<file path="config.mk">
export PLATFORM = sky130hd
export DESIGN_NAME = ccl_reflect_ctrl
export DESIGN_NICKNAME = d
export VERILOG_FILES = /design/src/rtl/ccl_pkg.sv /design/src/rtl/ccl_loop_fsm.sv /design/src/rtl/ccl_chan_bits.sv /design/src/rtl/ccl_oe_gen.sv /design/src/rtl/ccl_reflect_ctrl.sv
export SDC_FILE = /design/constraint.sdc
export NUM_CORES = 1
export LEC_CHECK = 0
export ABC_CLOCK_PERIOD_IN_PS = 1700
export BUFFER_PORTS_ARGS = -buffer_cell sky130_fd_sc_hd__buf_2
export CORE_MARGIN = 4
export CORE_UTILIZATION = 45
export CTS_CLUSTER_SIZE = 24
export DETAILED_ROUTE_END_ITERATION = 8
export PLACE_DENSITY = 0.81
export SYNTH_ARGS = -nofsm -noshare
export SYNTH_HDL_FRONTEND = slang
export SYNTH_SLANG_ARGS = --single-unit
</file>
<file path="constraint.sdc">
create_clock -name clk -period 1.7 [get_ports clk]
set_input_delay 0.085 -clock clk [delete_from_list [all_inputs] [get_ports clk]]
set_output_delay 0.085 -clock clk [all_outputs]
set_load 0.05 [all_outputs]
</file>
<file path="src/rtl/ccl_pkg.sv">
package ccl_pkg;

    localparam int unsigned CCL_NCH_DEF  = 32;
    localparam int unsigned CCL_REQ_BIT  = 0;
    localparam int unsigned CCL_DIS_BIT  = 4;

    typedef struct packed {
        logic loop;
        logic prev;
        logic pend_on;
        logic pend_off;
    } ccl_loop_t;

    typedef struct packed {
        logic       we;
        logic [7:0] wdata;
        logic       special;
        logic       irq_chg;
        logic       irq_lst;
    } ccl_cap_t;

endpackage

</file>
<file path="src/rtl/ccl_loop_fsm.sv">
module ccl_loop_fsm
    import ccl_pkg::*;
(
    input  logic clk,
    input  logic rst_n,
    input  logic hw_en,
    input  logic sf_mode,
    input  logic sw_loop,
    input  logic sf_valid,
    input  logic req_bit,
    input  logic ch_start,
    output logic loop_active,
    output logic chg_evt,
    output logic sf_capture
);

    ccl_loop_t st_d, st_q;
    logic hw_mode;
    logic rise;
    logic fall;

    always_comb begin
        hw_mode    = hw_en & sf_mode;
        rise       = hw_mode & sf_valid &  req_bit & ~st_q.prev;
        fall       = hw_mode & sf_valid & ~req_bit &  st_q.prev;
        chg_evt    = hw_en ? (rise | fall) : (sw_loop != st_q.loop);
        sf_capture = (~st_q.loop & ~st_q.pend_on) | st_q.pend_off | fall;

        st_d = st_q;
        if (sf_valid) begin
            st_d.prev = req_bit;
        end

        if (!hw_mode) begin
            st_d.pend_on  = 1'b0;
            st_d.pend_off = 1'b0;
        end else begin
            st_d.pend_on  = rise | (st_q.pend_on  & ~ch_start & ~fall);
            st_d.pend_off = fall | (st_q.pend_off & ~ch_start & ~rise);
        end

        if (!hw_en) begin
            st_d.loop = sw_loop;
        end else if (hw_mode && ch_start) begin
            if (st_q.pend_on) begin
                st_d.loop = 1'b1;
            end else if (st_q.pend_off) begin
                st_d.loop = 1'b0;
            end
        end
    end

    always_ff @(posedge clk or negedge rst_n) begin
        if (!rst_n) begin
            st_q <= '0;
        end else begin
            st_q <= st_d;
        end
    end

    assign loop_active = st_q.loop;

endmodule

</file>
<file path="src/rtl/ccl_chan_bits.sv">
module ccl_chan_bits #(
    parameter int unsigned NCH  = 32,
    parameter int unsigned CH_W = (NCH > 1) ? $clog2(NCH) : 1
) (
    input  logic            clk,
    input  logic            rst_n,
    input  logic            wr_en,
    input  logic [CH_W-1:0] wr_chan,
    input  logic            dis_src,
    input  logic [2:0]      fx_src,
    input  logic            freeze,
    input  logic            dis_en,
    input  logic [1:0]      fx_sel,
    output logic [NCH-1:0]  dis_vec,
    output logic [NCH-1:0]  fx_vec
);

    typedef struct packed {
        logic [NCH-1:0] dis;
        logic [NCH-1:0] fx;
    } bits_t;

    bits_t          bits_d, bits_q;
    logic [NCH-1:0] dis_nx;
    logic [NCH-1:0] fx_nx;
    logic           upd;
    logic           new_dis;
    logic           new_fx;

    always_comb begin
        upd     = wr_en & ~freeze;
        new_dis = dis_en & dis_src;
        case (fx_sel)
            2'b11:   new_fx = fx_src[2];
            2'b10:   new_fx = fx_src[1];
            2'b01:   new_fx = fx_src[0];
            default: new_fx = 1'b0;
        endcase
    end

    for (genvar g = 0; g < NCH; g++) begin : g_chan
        assign dis_nx[g] = (upd && (wr_chan == CH_W'(g))) ? new_dis : bits_q.dis[g];
        assign fx_nx[g]  = (upd && (wr_chan == CH_W'(g))) ? new_fx  : bits_q.fx[g];
    end

    always_comb begin
        bits_d.dis = dis_nx;
        bits_d.fx  = fx_nx;
    end

    always_ff @(posedge clk or negedge rst_n) begin
        if (!rst_n) begin
            bits_q <= '0;
        end else begin
            bits_q <= bits_d;
        end
    end

    assign dis_vec = bits_q.dis;
    assign fx_vec  = bits_q.fx;

endmodule

</file>
<file path="src/rtl/ccl_oe_gen.sv">
module ccl_oe_gen #(
    parameter int unsigned NCH  = 32,
    parameter int unsigned CH_W = (NCH > 1) ? $clog2(NCH) : 1
) (
    input  logic            clk,
    input  logic            rst_n,
    input  logic            ch_start,
    input  logic [CH_W-1:0] ch_idx,
    input  logic            long_tail,
    output logic            oe_n
);

    localparam logic [CH_W:0] LIM_SHORT = (CH_W+1)'(NCH);
    localparam logic [CH_W:0] LIM_LONG  = (CH_W+1)'(NCH / 2);

    logic          oe_n_d, oe_n_q;
    logic [CH_W:0] limit;

    always_comb begin
        limit  = long_tail ? LIM_LONG : LIM_SHORT;
        oe_n_d = oe_n_q;
        if (ch_start) begin
            oe_n_d = ~({1'b0, ch_idx} < limit);
        end
    end

    always_ff @(posedge clk or negedge rst_n) begin
        if (!rst_n) begin
            oe_n_q <= 1'b1;
        end else begin
            oe_n_q <= oe_n_d;
        end
    end

    assign oe_n = oe_n_q;

endmodule

</file>
<file path="src/rtl/ccl_reflect_ctrl.sv">
module ccl_reflect_ctrl
    import ccl_pkg::*;
#(
    parameter int unsigned NCH  = CCL_NCH_DEF,
    parameter int unsigned CH_W = (NCH > 1) ? $clog2(NCH) : 1
) (
    input  logic            clk,
    input  logic            rst_n,
    input  logic            cfg_hw_en,
    input  logic            cfg_sf_mode,
    input  logic            cfg_sw_loop,
    input  logic            cfg_listen,
    input  logic            cfg_dis_en,
    input  logic [1:0]      cfg_fx_sel,
    input  logic            cfg_long_tail,
    input  logic            cfg_chg_mask,
    input  logic            ch_start,
    input  logic [CH_W-1:0] ch_idx,
    input  logic            rx_valid,
    input  logic            rx_special,
    input  logic [CH_W-1:0] rx_chan,
    input  logic [7:0]      rx_byte,
    output logic            ram_we,
    output logic [7:0]      ram_wdata,
    output logic            ram_special,
    output logic            irq_req_chg,
    output logic            irq_listen,
    output logic            loop_active,
    output logic [NCH-1:0]  dis_bits,
    output logic [NCH-1:0]  fx_bits,
    output logic            tx_oe_n
);

    ccl_cap_t cap_d, cap_q;
    logic     sf_valid;
    logic     data_valid;
    logic     chg_evt;
    logic     sf_capture;

    assign sf_valid   = rx_valid &  rx_special;
    assign data_valid = rx_valid & ~rx_special;

    ccl_loop_fsm u_loop (
        .clk         (clk),
        .rst_n       (rst_n),
        .hw_en       (cfg_hw_en),
        .sf_mode     (cfg_sf_mode),
        .sw_loop     (cfg_sw_loop),
        .sf_valid    (sf_valid),
        .req_bit     (rx_byte[CCL_REQ_BIT]),
        .ch_start    (ch_start),
        .loop_active (loop_active),
        .chg_evt     (chg_evt),
        .sf_capture  (sf_capture)
    );

    ccl_chan_bits #(.NCH(NCH), .CH_W(CH_W)) u_bits (
        .clk     (clk),
        .rst_n   (rst_n),
        .wr_en   (data_valid),
        .wr_chan (rx_chan),
        .dis_src (rx_byte[CCL_DIS_BIT]),
        .fx_src  (rx_byte[2:0]),
        .freeze  (loop_active),
        .dis_en  (cfg_dis_en),
        .fx_sel  (cfg_fx_sel),
        .dis_vec (dis_bits),
        .fx_vec  (fx_bits)
    );

    ccl_oe_gen #(.NCH(NCH), .CH_W(CH_W)) u_oe (
        .clk       (clk),
        .rst_n     (rst_n),
        .ch_start  (ch_start),
        .ch_idx    (ch_idx),
        .long_tail (cfg_long_tail),
        .oe_n      (tx_oe_n)
    );

    always_comb begin
        cap_d.we      = (sf_valid & sf_capture) |
                        (data_valid & (~loop_active | cfg_listen));
        cap_d.wdata   = rx_byte;
        cap_d.special = sf_valid;
        cap_d.irq_chg = chg_evt & ~cfg_chg_mask;
        cap_d.irq_lst = data_valid & loop_active & cfg_listen;
    end

    always_ff @(posedge clk or negedge rst_n) begin
        if (!rst_n) begin
            cap_q <= '0;
        end else begin
            cap_q <= cap_d;
        end
    end

    assign ram_we      = cap_q.we;
    assign ram_wdata   = cap_q.wdata;
    assign ram_special = cap_q.special;
    assign irq_req_chg = cap_q.irq_chg;
    assign irq_listen  = cap_q.irq_lst;

endmodule

</file>
== Word level (Yosys, flattened, before mapping) ==
Index checks and enable logic that the tools add are counted.

* Word-level logic and storage cells: 192
* Input bits: 32
* Register bits: 81

* Eq/ne operators: 37
* Bitwise logic cells: 37
* Reduce and logical (&&, ||, !) cells: 35
* Multiplexer cells: 8
* Magnitude comparators: 1

{| class="wikitable"
|+ Operators by type and width
! operator !! count
|-
| $eq 5x5->1 const B || 16
|-
| $eq 5x4->1 const B || 8
|-
| $logic_and 1x1->1 || 33
|-
| $and 1x1->1 || 20
|-
| $eq 5x3->1 const B || 4
|-
| $eq 5x2->1 const B || 2
|-
| $not 1->1 || 10
|-
| $or 1x1->1 || 7
|-
| $lt 5x6->1 || 1
|-
| $mux 6 || 1
|-
| $eq 5x1->1 const B || 1
|-
| $logic_not 5->1 || 1
|-
| $mux 1 || 5
|-
| $eq 2x2->1 const B || 2
|-
| $ne 3x1->1 const B || 1
|-
| $pmux 1 s3 || 1
|-
| $eq 2x1->1 const B || 1
|-
| $mux 2 || 1
|-
| $ne 2x1->1 const B || 1
|-
| $reduce_and 2->1 || 1
|-
| $ne 1x1->1 || 1
|}

== Depth between registers and ports, before layout ==
Gate-level depths: netlist of run 1.

* Depth in word-level cells: 8
* Gate-level depth with buffers: 5
* Depth with buffers taken out: 3

== Hierarchy ==
Synthesis of run 1 repeated with hierarchy kept, for this count alone.

* Cell total of the unflattened synthesis: 239
* Area, all modules: 3295.7 um^2

{| class="wikitable"
|+ Modules (own cells, without submodules)
! module !! area each (um^2) !! times used !! seq. area each (um^2) !! cells each
|-
| ccl_chan_bits || 2652.5 || 1 || 1601.5 || 188
|-
| ccl_reflect_ctrl || 347.8 || 1 || 300.3 || 19
|-
| ccl_loop_fsm || 255.2 || 1 || 100.1 || 28
|-
| ccl_oe_gen || 40.0 || 1 || 26.3 || 4
|}

== Worst setup path after synthesis of run 1 ==
OpenSTA, ideal clock, no wires.

* Path kind: reg2reg
* Start point: reg u_loop.st_q, in the netlist u_loop.loop_active
* End point: reg u_bits.bits_q[45], in the netlist u_bits.dis_vec[13]
* Period minus slack after synthesis: 2.038 ns
* Setup slack: -0.338 ns
* Library setup time: 0.125 ns
* Data arrival time: 1.913 ns
* Buffers on the path: 1
* Required time: 1.575 ns
* Stages on the path, launching flop included: 5
* Cells stage by stage: dfrtp_1 buf_2 or4b_4 nor3_2 mux2_2

* Longest elaborated chain between the ends: 3

{| class="wikitable"
|+ Ends and longest elaborated chain
! what !! line !! text
|-
| start: declaration || ccl_loop_fsm.sv:17 || <nowiki>ccl_loop_t st_d, st_q;</nowiki>
|-
| start signal: assignment || ccl_loop_fsm.sv:57 || <nowiki>st_q <= st_d;</nowiki>
|-
| $not 1->1 || ccl_chan_bits.sv:31 || <nowiki>upd = wr_en & ~freeze;</nowiki>
|-
| $and 1x1->1 || ccl_chan_bits.sv:31 ||
|-
| $logic_and 1x1->1 || ccl_chan_bits.sv:42 || <nowiki>assign dis_nx[g] = (upd && (wr_chan == CH_W'(g))) ? new_dis : bits_q.dis[g];</nowiki>
|-
| end signal: assignment || ccl_chan_bits.sv:55 || <nowiki>bits_q <= bits_d;</nowiki>
|-
| end: declaration || ccl_chan_bits.sv:23 || <nowiki>bits_t bits_d, bits_q;</nowiki>
|}

Every way passes these cells.
A chain may end at the register's enable or synchronous reset.

== Final worst setup path of run 1 ==
* Start point: reg u_loop.st_q, in the netlist u_loop.loop_active
* End point: reg u_bits.bits_q[7], in the netlist u_bits.fx_vec[7]

* Longest elaborated chain between the ends: 3

{| class="wikitable"
|+ Ends and longest elaborated chain
! what !! line !! text
|-
| $not 1->1 || ccl_chan_bits.sv:31 ||
|-
| $and 1x1->1 || ccl_chan_bits.sv:31 ||
|-
| $logic_and 1x1->1 || ccl_chan_bits.sv:43 || <nowiki>assign fx_nx[g] = (upd && (wr_chan == CH_W'(g))) ? new_fx : bits_q.fx[g];</nowiki>
|}

Every way passes these cells.

==> run metrics, run 1 <==
clk slew on worst S/H paths 0.08 ns; HPWL after detailed placement 5.602 mm; cell at the root of the clock tree clkbuf_8; worst-case clock skew 0.008534 ns; vias in the first global route 2610; Crit path arrival time 1.87 ns; internal cell power 3104 uW; Rel. slew slack 0.5950; worst-skew pair later-pin latency 0.35 ns; final critical-path share of the clock period 0.9588; highest clock rate 0.6135 GHz; detailed-route DRC error count 0; CP required 1.94 ns; Die X 93.99 um; WL/cell 16.59 um; max-slew violation count 0; core footprint 7214 um^2; power dissipated by switching net loads 1376 uW; total global-route track usage 0.1903; floorplan die area 8833 um^2; critical path peak fanout 5; sequential area share after synthesis 0.6096; Worst VDD drop 502.0 uV; Syn. warnings 0; endpoints failing setup 0; proportion of total power due to net switching 0.3071; area share of and/or/nand/nor cells after synthesis 0.1200; number of instances in the synthesized netlist 241; # diodes 0; Worst Setup Path Type reg2reg; total number of nets in the final design 398; worst slack at placement 0.07475 ns; Final Routed Wirelength 7.797 mm; Tightest Pin Transition 0.6052 ns; Max-Cap Viols 0; Placement Rows 31; accumulated negative setup slack 0 ns; number of nets with antenna violations after detailed routing 0; CTS tree built; number of detailed-route iterations in the first pass 5; portion of netlist area occupied by mux cells 0.2226; hold_ws 0.01885 ns; detailed-route via count 2411; class of the most critical hold timing path in2reg; dominant combinational cell family by area after synthesis multiplexers; xor/xnor share of the synthesized area 0.005265; ratio of routed vias to standard cells 5.130; netlist area before placement 3327 um^2; sequential cell area 2029 um^2; die span in y 93.99 um; launching element type of the critical path register; combinational fraction of design power 0.189; number of register bits inferred by synthesis 81; run status finished clean; instance count along the most critical hold path 3; min cycle time layout 1.630 ns; Max H-tree Level 3; multi-input gate area in the final layout 1290 um^2; GRT overflow 0; RSZ-0062 raised after global routing false; number of library cell types mapped by synthesis 33; number of antenna violations at the first check in global routing 0; maximum number of pins on one net before global-route repair 33; fraction of the mapped netlist area in adder cells 0; Avg Cell Area, Syn 13.80 um^2; least setup slack across all paths after layout 0.07003 ns; number of ports placed on the die boundary 110; Post-Synthesis Net Count 273; Lkg Pwr 0.002356 uW; sequential group share of total power 0.467; # clock sinks 81; first-pass GRT wire length 12.87 mm; share of final-layout standard cells stronger than drive strength 1 0.5499; element type at the critical path end register; number of hold-slack violations in the final timing report 0; DRC marker count from the first detailed-route iteration 34; Final GP Congestion 0.7703; compound-gate portion of the synthesized area 0.02181; initial core utilization 0.4612; total clock buffers created by CTS 9; number of buffers added on ports 105; Power Density 1014 nW/um^2; layout overhead on the synthesized area 32.79%; length in cells of the worst reg-to-reg path 3; filler instances 609; CTS max path bufs 2; clock network fraction of design power 0.345
Yosys cell counts:
library cell  instances  area [um^2]
mux2_2               63        709.4
o21ai_0               2        10.01
dfrtp_1              80         2002
nor4b_2               1        15.01
o32a_1                1        10.01
mux2i_1               2        20.02
and4bb_2              1        12.51
xnor2_1               2        17.52
nor2_1                5        18.77
o2111ai_1             1        8.760
buf_2                 4        20.02
nand4b_1              1        8.760
and4_1                2        17.52
a32oi_1               1        8.760
nand4bb_1             1        11.26
nand2_1               8        30.03
o21ba_2               1        10.01
and3b_1               1        8.760
nor3_1                4        20.02
and2_1                1        6.260
nand4_1               4        25.02
clkbuf_1              9        33.78
dfstp_2               1        26.28
nor2b_1               5        31.28
or4b_4                1        13.76
nand2b_1              4        25.02
inv_1                 4        15.01
nor3_2                4        40.04
nand3_1              21        105.1
and4b_1               1        10.01
mux2_1                1        11.26
a21oi_1               3        15.01
o311a_1               1        10.01
sequential cells by signal, indices dropped and copies added, names as in the netlist, 3 cells and up:
name,flops
u_bits.dis_vec,32
ram_wdata,8
u_loop.st_q,3
u_bits.fx_vec,32
cells by family after synthesis:
kind of cell              after synthesis
buffers and inverters                  17
muxes                                  66
AOI/OAI and AO/OA                      10
DFF                                    81
and+or+nand+nor                        65
xor gates and xnor gates                2
worst paths after layout:
path	start	to	slack [ns]
setup / recovery	u_loop.loop_active	u_bits.fx_vec[7]	0.07
hold / removal	cfg_sw_loop	u_loop.loop_active	0.02
setup reg to reg	u_loop.loop_active	u_bits.fx_vec[7]	0.07
hold reg to reg	u_bits.fx_vec[27]	u_bits.fx_vec[27]	0.51
max in group asynchronous	rst_n	u_bits.dis_vec[31]	0.85
min in group asynchronous	rst_n	u_bits.dis_vec[6]	0.20
worst max-delay path, stage by stage (launching register included):
cell and delay, ns:
dfrtp_2 0.44, or4b_4 0.57, nor3_4 0.20, mux2_4 0.32
per-layer routing:
metal,up-vias,part of all wire,global-route usage
met4,0,0.014,0.06980
met2,75,0.51,0.3105
met1,1208,0.41,0.2346
li1,1116,-,-
met3,12,0.071,0.06410
met5,-,0,0
what timing repair did:
action,CTS,global route
endpoints found under the hold margin,69,0
buffers inserted,0,0
resized for setup,0,1
hold buffers,14,0
setup endpoints to repair,0,32
final cells by class:
class | instances | area share
Sequential cell | 81 | 0.4594
Timing Repair Buffer | 127 | 0.1677
Clock buffer | 10 | 0.02889
Multi-Input combinational cell | 143 | 0.2920
Clock inverter | 6 | 0.02067
Tap cell | 99 | 0.02804
Inverter | 4 | 0.003398
cell usage in the layout, fill, tap and decap left out, types with 4 or more instances in the layout:
cell	n
nor3_4	4
inv_1	4
buf_2	104
nand4_1	4
dlygate4sd3_1	14
mux2_2	56
nor2b_1	5
nand2b_1	4
nand2_1	8
clkbuf_8	9
mux2_4	8
nor2_1	5
nor3_1	4
dfrtp_1	79
nand3_1	21
buf_4	8
through the flow:
stage / cells / cell area, um^2 / total power [uW] / utilization
detailed placement: 440 / 4058 / 2957 / 0.5624
global route: 470 / 4418 / 4677 / 0.6124
floorplan: 241 / 3392 / 2692 / -
global placement: 440 / 4058 / 2938 / 0.5624
CTS: 470 / 4417 / 4528 / 0.6122
finish: 470 / 4418 / 4479 / 0.6124
power groups by stage:
stage          registers (uW)  logic (uW)  clock network [uW]
3_5_place_dp             2130         829                   0
4_1_cts                  2090         855                1580
6_report                 2090         845                1540
3_3_place_gp             2120         815                   0
2_1_floorplan            2500         193                   0
5_1_grt                  2100         897                1680
No activity file was read; power rests on OpenSTA's default activity.
==> run 2: changes to the inputs <==
--- a/config.mk
+++ b/config.mk
@@ -5,13 +5,14 @@
 export SDC_FILE = /design/constraint.sdc
 export NUM_CORES = 1
 export LEC_CHECK = 0
+export ABC_AREA = 0
 export ABC_CLOCK_PERIOD_IN_PS = 1700
 export BUFFER_PORTS_ARGS = -buffer_cell sky130_fd_sc_hd__buf_2
 export CORE_MARGIN = 4
 export CORE_UTILIZATION = 45
 export CTS_CLUSTER_SIZE = 24
 export DETAILED_ROUTE_END_ITERATION = 8
-export PLACE_DENSITY = 0.81
+export PLACE_DENSITY = 0.75
 export SYNTH_ARGS = -nofsm -noshare
 export SYNTH_HDL_FRONTEND = slang
 export SYNTH_SLANG_ARGS = --single-unit
==> run 2 against run 1 <==
Compared with the run above:
- die area stayed put
- largest power group unchanged
- critical endpoint is now u_bits.fx_vec[13]
- utilization is 0.23 points higher
- clock power is 5% lower
- final cell count is 0.43% higher
- largest cell class unchanged
- sequential share of layout area is 0.17 points lower
==> run metrics, run 2 (synthesis results as in run 1) <==
number of buffers added on ports 105; min cycle time layout 1.640 ns; RSZ-0062 raised after global routing false; Tightest Pin Transition 0.6077 ns; highest-count cells in the layout ignoring fill and taps buf_2 (104), dfrtp_1 (79), mux2_2 (56); accumulated negative setup slack 0 ns; Power Density 993.9 nW/um^2; max-slew violation count 0; layout overhead on the synthesized area 33.28%; endpoints failing setup 0; Worst Setup Path Type reg2reg; instance count along the most critical hold path 3; worst hold start cfg_sf_mode; WL/cell 16.36 um; worst-case clock skew 0.004407 ns; total clock buffers created by CTS 9; Worst path max stage delay 0.57 ns; worst reg2reg path startpoint u_loop.loop_active; length in cells of the worst reg-to-reg path 3; r2r setup slk 0.06 ns; initial core utilization 0.4612; cell at the root of the clock tree clkbuf_8; HPWL after detailed placement 5.451 mm; detailed-route via count 2431; worst path cell trace or4b_4, nor3_4, mux2_4; Final Routed Wirelength 7.724 mm; filler instances 593; launching element type of the critical path register; run status finished clean; RR Endpoint u_bits.fx_vec[13]; ratio of routed vias to standard cells 5.150; Placement Rows 31; maximum number of pins on one net before global-route repair 43; hold_ws 0.02927 ns; clk slew on worst S/H paths 0.08 ns; WP depth 3; Max-Cap Viols 0; Crit path arrival time 1.87 ns; number of hold-slack violations in the final timing report 0; first-pass GRT wire length 12.62 mm; total number of nets in the final design 400; Final GP Congestion 0.8352; share of final-layout standard cells stronger than drive strength 1 0.5576; number of antenna violations at the first check in global routing 0; number of detailed-route iterations in the first pass 4; number of nets with antenna violations after detailed routing 0; core footprint 7214 um^2; Lkg Pwr 0.002373 uW; CP required 1.93 ns; cell with the largest stage delay on the worst path or4b_4; class of the most critical hold timing path in2reg; vias in the first global route 2480; highest clock rate 0.6099 GHz; Max H-tree Level 3; detailed-route DRC error count 0; floorplan die area 8833 um^2; Total Power 4407 uW; # diodes 0; die span in y 93.99 um; Worst VDD drop 578.7 uV; sequential cell area 2029 um^2; CTS tree built; Rel. slew slack 0.5949; Crit path max-delay family simple AND/OR/NAND/NOR gates; final critical-path share of the clock period 0.9645; # clock sinks 81; DRC marker count from the first detailed-route iteration 71; GRT overflow 0; element type at the critical path end register; worst-skew pair later-pin latency 0.35 ns; Min-Delay Endpoint u_loop.st_q[0]; leading cell type in the layout, fill and taps excluded buf_2; Die X 93.99 um; crit path buf inv count 0; CTS max path bufs 2; total global-route track usage 0.1865; number of ports placed on the die boundary 110; critical path peak fanout 5; multi-input gate area in the final layout 1295 um^2
run 2: cell count changes in the layout (fill, tap and decap cells not counted), moves of 2 or more:
cell        before  now
clkinvlp_4       3    1
clkbuf_8         9   11
clkinv_4         0    3
buf_4            8   10
run 2: power breakdown:
part	switching (uW)	leakage [uW]	internal (uW)
Clock	702	0.000106	766
Combinational	608	0.00118	240
Sequential	56.8	0.00109	2030
Total	1370	0.00237	3040
run 2: cell type report:
class	instances	area share
clock buffer	11	0.03414
sequential	81	0.4577
inverter	4	0.003386
timing repair buffer	129	0.1704
tap	99	0.02793
clock inverter	5	0.01439
multi-input combinational	143	0.2920
run 2: worst max path at each step:
stage / start / endpoint / slack (ns)
after global routing: u_loop.loop_active / u_bits.dis_vec[13] / 0.000004
after global placement: u_loop.loop_active / u_bits.dis_vec[14] / 0.1
after CTS: u_loop.loop_active / u_bits.fx_vec[13] / 0.05
after floorplan: u_loop.loop_active / u_bits.dis_vec[14] / -0.13
final: u_loop.loop_active / u_bits.fx_vec[13] / 0.06
after detailed placement: u_loop.loop_active / u_bits.dis_vec[13] / 0.06
run 2: metrics by stage:
stage	setup WS, ns	std cells	cell area, um^2	utilization
CTS	0.05144	472	4428	0.6138
finish	0.06040	472	4434	0.6146
floorplan	-0.1332	241	3392	-
global placement	0.09892	442	4073	0.5645
global route	0.000004441	472	4434	0.6146
detailed placement	0.06183	442	4073	0.5645
run 2: repair_timing:
action / 4_1_cts / 5_1_grt
hold endpoints to repair: 52 / 0
hold buffers: 14 / 0
setup buffers: 0 / 0
setup endpoints to repair: 0 / 32
resized for setup: 0 / 2
run 2: routing by layer:
layer  up-vias  global-route usage  routed length, um
li1       1115                   -                  -
met1      1223              0.2499               3299
met2        87              0.2862               3760
met3         6             0.06170                597
met4         0             0.06137                 65
met5         -                   0                  0
run 2: tightest hold or removal path, cell delays in order:
cell and delay [ns]:
buf_2 0.12, nand2_1 0.09, a21oi_1 0.05
